## config.mk

```make
export PLATFORM = sky130hd
export DESIGN_NAME = mm3_systolic
export DESIGN_NICKNAME = d
export VERILOG_FILES = /design/src/rtl/mm3_systolic.sv
export SDC_FILE = /design/constraint.sdc
export NUM_CORES = 2
export LEC_CHECK = 0
export ABC_AREA = 1
export BUFFER_PORTS_ARGS = -buffer_cell sky130_fd_sc_hd__buf_2
export CORE_MARGIN = 1
export CORE_UTILIZATION = 50
export CTS_CLUSTER_DIAMETER = 80
export DETAILED_ROUTE_END_ITERATION = 8
export PLACE_DENSITY = 0.79
export RECOVER_POWER = 100
export SETUP_SLACK_MARGIN = 0.4
export SLEW_MARGIN = 20
export SYNTH_ARGS = -nofsm -noshare
export SYNTH_HDL_FRONTEND = slang
export SYNTH_SLANG_ARGS = --single-unit
```

## constraint.sdc

```tcl
create_clock -name clk -period 7.6 [get_ports clk]
set_input_delay 1.14 -clock clk [delete_from_list [all_inputs] [get_ports clk]]
set_output_delay 1.14 -clock clk [all_outputs]
set_load 0.01 [all_outputs]
```

## src/rtl/mm3_systolic.sv

```systemverilog
module mm3_systolic #(
  parameter int DW = 8,
  parameter int AW = 18
) (
  input  logic              clk,
  input  logic              rst_n,
  input  logic              start,
  input  logic [9*DW-1:0]   a_mat,
  input  logic [9*DW-1:0]   b_mat,
  output logic              busy,
  output logic              done,
  output logic [9*AW-1:0]   c_out
);
  localparam int N     = 3;
  localparam int LAST  = 3 * N - 2;
  localparam int PW    = 2 * DW;

  logic signed [DW-1:0] am  [N][N];
  logic signed [DW-1:0] bm  [N][N];
  logic signed [DW-1:0] ap  [N][N-1];
  logic signed [DW-1:0] bp  [N-1][N];
  logic signed [DW-1:0] ain [N];
  logic signed [DW-1:0] bin [N];
  logic signed [DW-1:0] aop [N][N];
  logic signed [DW-1:0] bop [N][N];
  logic signed [PW-1:0] prd [N][N];
  logic signed [AW-1:0] acc [N][N];
  logic [3:0] stp;

  always_comb begin
    for (int i = 0; i < N; i++) begin
      ain[i] = '0;
      bin[i] = '0;
      for (int k = 0; k < N; k++) begin
        if (busy && stp == 4'(i + k + 1)) begin
          ain[i] = am[i][k];
          bin[i] = bm[k][i];
        end
      end
    end
  end

  for (genvar gi = 0; gi < N; gi++) begin : g_row
    for (genvar gj = 0; gj < N; gj++) begin : g_col
      if (gj == 0) begin : g_ledge
        assign aop[gi][gj] = ain[gi];
      end else begin : g_linner
        assign aop[gi][gj] = ap[gi][gj-1];
      end
      if (gi == 0) begin : g_tedge
        assign bop[gi][gj] = bin[gj];
      end else begin : g_tinner
        assign bop[gi][gj] = bp[gi-1][gj];
      end
      assign prd[gi][gj] = aop[gi][gj] * bop[gi][gj];
      assign c_out[(gi*N+gj)*AW +: AW] = acc[gi][gj];
    end
  end

  always_ff @(posedge clk or negedge rst_n) begin
    if (!rst_n) begin
      busy <= 1'b0;
      done <= 1'b0;
      stp  <= '0;
      for (int i = 0; i < N; i++)
        for (int j = 0; j < N; j++) begin
          am[i][j]  <= '0;
          bm[i][j]  <= '0;
          acc[i][j] <= '0;
        end
      for (int i = 0; i < N; i++)
        for (int j = 0; j < N-1; j++) begin
          ap[i][j] <= '0;
          bp[j][i] <= '0;
        end
    end else begin
      done <= 1'b0;
      if (start && !busy) begin
        busy <= 1'b1;
        stp  <= 4'd1;
        for (int i = 0; i < N; i++)
          for (int j = 0; j < N; j++) begin
            am[i][j]  <= a_mat[(i*N+j)*DW +: DW];
            bm[i][j]  <= b_mat[(i*N+j)*DW +: DW];
            acc[i][j] <= '0;
          end
        for (int i = 0; i < N; i++)
          for (int j = 0; j < N-1; j++) begin
            ap[i][j] <= '0;
            bp[j][i] <= '0;
          end
      end else if (busy) begin
        for (int i = 0; i < N; i++)
          for (int j = 0; j < N; j++)
            acc[i][j] <= acc[i][j] + {{(AW-PW){prd[i][j][PW-1]}}, prd[i][j]};
        for (int i = 0; i < N; i++)
          for (int j = 0; j < N-1; j++) begin
            ap[i][j] <= aop[i][j];
            bp[j][i] <= bop[j][i];
          end
        if (stp == 4'(LAST)) begin
          busy <= 1'b0;
          done <= 1'b1;
        end else begin
          stp <= stp + 4'd1;
        end
      end
    end
  end
endmodule

```

# Word level (Yosys, flattened, before mapping)
# Cells that the tools add are included.
# totals
ff_bits,408
input_bits,147
out_inout_bits,164
wordCells,110
# op_classes
n_addsub,10
multipliers,9
n_eq_ne,7
mux,33
n_reduce_logical,9
# op_table
op,n
$mux 162,2
$mux 48,4
$add 18x18->18,9
$mul 8x8->16,9
$mux 8,18
$eq 4x3->1 const B,3
$mux 4,3
$eq 4x2->1 const B,2
$logic_and 1x1->1,6
$mux 1,6
$add 4x1->4 const B,1
$eq 4x1->1 const B,1
$ne 2x2->1 const B,1
$reduce_and 2->1,1
$reduce_bool 2->1,1
$logic_not 1->1,1

# Depth between registers and ports, before layout
# logic_depth
ltp_word,9
mapped_depth,42
mapped_depth_nobuf,41

# Least setup slack after synthesis
# OpenSTA, ideal clock, no wires.
# synth_path
kind,register -> register
start,register stp[0]
end,"register acc, in the netlist c_out[17]"
setup_ns,0.118
t_arrival_ns,6.146
required_time_ns,7.482
setup_slack_ns,1.336
path_stages_with_launch,37
n_path_buf,1
synth_period_minus_slack_ns,6.264
cell_sequence,dfrtp_1 > inv_1 > ha_1 > clkinv_1 > nor2_4 > buf_4 > nand2_1 > nand3_1 > o21ai_2 > or2_1 > fa_1 > fa_1 > inv_1 > fa_1 > inv_1 > fa_1 > inv_1 > ha_1 > a21oi_1 > nand2_1 > nand2_1 > nand2_1 > a21oi_1 > nor2_1 > o21ai_0 > nand3_1 > nand2_1 > inv_1 > ha_1 > a21o_1 > o21bai_1 > a21oi_1 > nand3_1 > inv_1 > nand3_1 > nand3_1 > nand2_1
# synth_via
elab_chain_cells,9
word_cells_on_any_way,16
cone_classes,add/sub (1); mul (1); eq/ne (3); mux (8); reduce/logical (3)
# synth_lines
element,line_no,rtl
"start, declared",28,logic [3:0] stp;
"start signal, assigned",105,stp <= stp + 4'd1;
$eq 4x1->1,35,if (busy && stp == 4'(i + k + 1)) begin
$logic_and 1x1->1,35,
$mux 8 (3 in series),35,
$mul 8x8->16 (*),55,assign prd[gi][gj] = aop[gi][gj] * bop[gi][gj];
$add 18x18->18 (*),95,"acc[i][j] <= acc[i][j] + {{(AW-PW){prd[i][j][PW-1]}}, prd[i][j]};"
$mux 162 (*),92,end else if (busy) begin
$mux 162 (*),78,if (start && !busy) begin
"end signal, assigned by index",95,
"end, declared",27,logic signed [AW-1:0] acc [N][N];
# Mark *: on every way between the ends. The rest lies on a longest branch, timed or not. The select of a mux whose other input is x is not followed.
# A chain may end at the register's enable or synchronous reset.

# Final worst setup path
# layout_path
start,register busy
end,"register acc, in the netlist c_out[35]"
# layout_via
elab_chain_cells,8
word_cells_on_any_way,13
cone_classes,add/sub (1); mul (1); mux (5); reduce/logical (6)
# layout_lines
element,line_no,rtl
"start, declared",10,"output logic busy,"
"start signal, assigned",62,busy <= 1'b0;
"start signal, assigned",79,busy <= 1'b1;
"start signal, assigned",102,busy <= 1'b0;
$logic_and 1x1->1,35,
$mux 8 (3 in series),35,
$mul 8x8->16,55,
$add 18x18->18,95,
$mux 162,92,
$mux 162,78,
# Parallel ways exist; a longest one is shown, timed or not. The select of a mux whose other input is x is not followed.

==> results.tsv <==
stage	metric	value	unit
timing	setup_viol	0	
critical_path	r2r_setup_slack	0.65	ns
clock_tree	path_clk_slew	0.07	ns
critical_path	crit_fanout	16	
clock_tree	clockBufferDepth	3	
pwr	power.total	20000	µW
drt	viasPerCell	5.29	
pwr	p_leak	0.0285	µW
global_route	grt_max_degree	196	
global_route	grt_pass1_vias	41300	
placement	dp.cells	7631	
logic_synthesis	synth_top_area_share	21.7	%
critical_path	regToRegEndpoint	c_out[35]	
final_layout	nets	7509	
final_layout	final_area	0.0514	mm²
critical_path	cp_top_family	adder cells	
critical_path	crit_buf_inv	5	
logic_synthesis	async_flop_share	100	%
pwr	peakVddDrop	0.234	mV
critical_path	setup.worst_path.start	busy	
clock_tree	clk_latency	0.66	ns
timing	rsz0062_at_grt	yes	
timing	final_max_slew_viol_count	540	
worst_hold_path	hold_path.class	register to register	
logic_synthesis	synth.avg_cell_area	7.58	µm²
logic_synthesis	ys_warn_count	0	
logic_synthesis	ys_seq_area_share	21.7	%
pwr	power_density	389	mW/mm²
critical_path	reg2reg_depth	30	
critical_path	worst-path-stages	30	
logic_synthesis	syn-instance-count	6220	
logic_synthesis	yosys-top-cells-count	nand2_1, inv_1, fa_1	
global_route	grt_pass1_wl	210	mm
critical_path	r2r_start	busy	
timing	skew	0.0265	ns
pwr	p_clk_share	13.0	%
clock_tree	cts.sinks	408	
timing	min_period_over_period	91.5	%
worst_hold_path	holdPathStages	2	
final_layout	n_antenna_cell	0	
drt	postRouteAntennaNets	0	
drt	drc_errors	0	
timing	hold_viol	0	
critical_path	critPathCaptureType	register	
drt	wl_per_cell	16.5	µm
floorplanning	rows	112	
critical_path	max_stage_delay	0.71	ns
timing	fin_crit	6.95	ns
pwr	swShare	54.2	%
drt	drt_pre_antenna_iters	6	
final_layout	layout.cells.non_filler	7737	
logic_synthesis	synth-edff-count	0	
logic_synthesis	synth-main-ff-cell	dfrtp_1	
floorplanning	die_y	309	µm
clock_tree	h-tree-depth	2	
global_route	antenna_found_initial	4	
clock_tree	cts_tree	yes	
run	drv_cap	6	
status	outcome	complete, but fails checks	
placement	placed_area	0.0497	mm²
pwr	power_frac_seq	22.1	%
clock_tree	cts-root-buf	clkbuf_16	
placement	gp_congestion	0.936	
global_route	track_usage	27.3	%
global_route	overflow	0	
timing	slew_headroom	-302	%
floorplanning	initial_core_util	50.5	%
pwr	p_sw	10800	µW
timing	hold_ws	0.480	ns
critical_path	start_kind	register	
logic_synthesis	synth.most_common_cell	nand2_1	
placement	port_buffers	310	
drt	vias	41000	
clock_tree	hold_buffers	0	
logic_synthesis	synth_top_area_cell	dfrtp_1	
final_layout	drive_gt1_share	5.37	%
clock_tree	numCtsBuffers	51	
floorplanning	fp.coreArea	0.0933	mm²
critical_path	worst-setup-path-type	register to register	
pwr	power.internal	9140	µW
floorplanning	design.die.area	0.0955	mm²
floorplanning	fp.dieW	309	µm
floorplanning	io_pins	311	
pwr	p_comb_share	65.0	%
drt	drt_wl_total	128	mm
logic_synthesis	ys_types	45	
drt	drt_iter0_drc	3057	
timing	worstMarginPinSlew	6.03	ns
timing	tns	0	ns
logic_synthesis	synthTopCellsByArea	dfrtp_1, fa_1, nand2_1	
timing	max_freq	144	MHz
critical_path	worstPathArrival	7.46	ns
placement	dp_hpwl	101	mm
critical_path	crit_path_top_delay_cell	dfrtp_1	
logic_synthesis	synth-seq-cells	408	
logic_synthesis	synth_nets	7289	
critical_path	crit_required	8.11	ns
critical_path	endpoint	c_out[35]	
logic_synthesis	syn_area	0.0471	mm²
status	violations	max-capacitance violations, max-slew violations	
final_layout	syn2layout_area_growth	9.03	%
-- timing repair --
| item | CTS | global route |
|---|---|---|
| resized for setup | 0 | 25 |
| buffers inserted | 0 | 8 |
| endpoints found under the setup margin | 0 | 22 |
-- flip-flops by register name, indices dropped and copies added (netlist names) --
| register | cells |
|---|---|
| stp | 4 |
| bop | 48 |
| busy | 1 |
| done | 1 |
| am | 72 |
| aop | 48 |
| c_out | 162 |
| bm | 72 |
-- layout by cell type, fill, tap and decap left out, types with 21 or more instances in the layout --
cell and n:
clkbuf_16 51, nor2_1 428, o22ai_1 41, nand3_1 317
o31ai_1 37, o21ai_4 21, nand2_1 1716, xnor2_1 57
xor2_1 88, clkbuf_1 168, a21oi_1 279, buf_2 145
nor3_1 21, a21o_1 35, dfrtp_1 408, inv_1 1231
o21ai_0 239, ha_1 418, fa_1 502, o21ai_2 26
nand4_1 41
-- worst register-to-register path, delay by kind of cell, from the launching register on --
| kind | cells | cell delay (ns) |
|---|---|---|
| AND/OR/NAND/NOR | 9 | 1.23 |
| flip-flops | 1 | 0.71 |
| AO/OA/AOI/OAI | 9 | 1.55 |
| buffers and inverters | 5 | 0.40 |
| XOR/XNOR | 1 | 0.20 |
| adder cells (fa/ha/maj) | 6 | 2.72 |
-- through the flow --
stage          setup slack [ns]  utilization [%]
5_1_grt                   0.180             55.1
4_1_cts                   0.549             55.2
3_5_place_dp              0.550             53.2
6_report                  0.650             55.1
2_1_floorplan              1.34                -
3_3_place_gp              0.708             53.2
-- layout make-up --
type	count	area, µm²
Multi-Input combinational cell	4395	31500
Clock buffer	59	1380
Sequential cell	408	10200
Inverter	1248	4700
Fill cell	8745	41900
Tap cell	1254	1570
Timing Repair Buffer	336	1580
Clock inverter	37	428
-- cell families (layout without fill, tap and decap cells) --
logic type / count (synthesis) / count (layout) / synth area share (%)
buffers and inverters: 1419 / 1680 / 11.6
AOI/OAI and AO/OA: 762 / 762 / 9.71
DFF: 408 / 408 / 21.7
and+or+nand+nor: 2564 / 2566 / 21.8
xor gates and xnor gates: 145 / 145 / 2.69
adders and majority gates: 922 / 922 / 32.5
-- per-layer routing --
metal	GRT usage (%)	part of all wire [%]	vias up
li1	-	-	19700
met2	46.5	48	1434
met1	35.0	41	19600
met4	10.7	4.2	4
met5	0	0.020	-
met3	4.11	6.8	282
-- power by group through the flow --
stage,sequential [µW],combinational [µW],clock [µW]
after floorplan,3970,9540,0
after global placement,4390,12600,0
after detailed placement,4390,12900,0
after CTS,4360,13000,2630
after global routing,4510,14800,2720
final,4400,13000,2590
-- worst min path at each step --
stage | startpoint | endpoint | slack (ns)
2_1_floorplan | am[16] | am[16] | 0.45
5_1_grt | am[12] | am[12] | 0.49
4_1_cts | am[12] | am[12] | 0.48
3_3_place_gp | am[12] | am[12] | 0.46
3_5_place_dp | am[9] | am[9] | 0.47
6_report | am[12] | am[12] | 0.48
No activity file was read; power rests on OpenSTA's default activity.
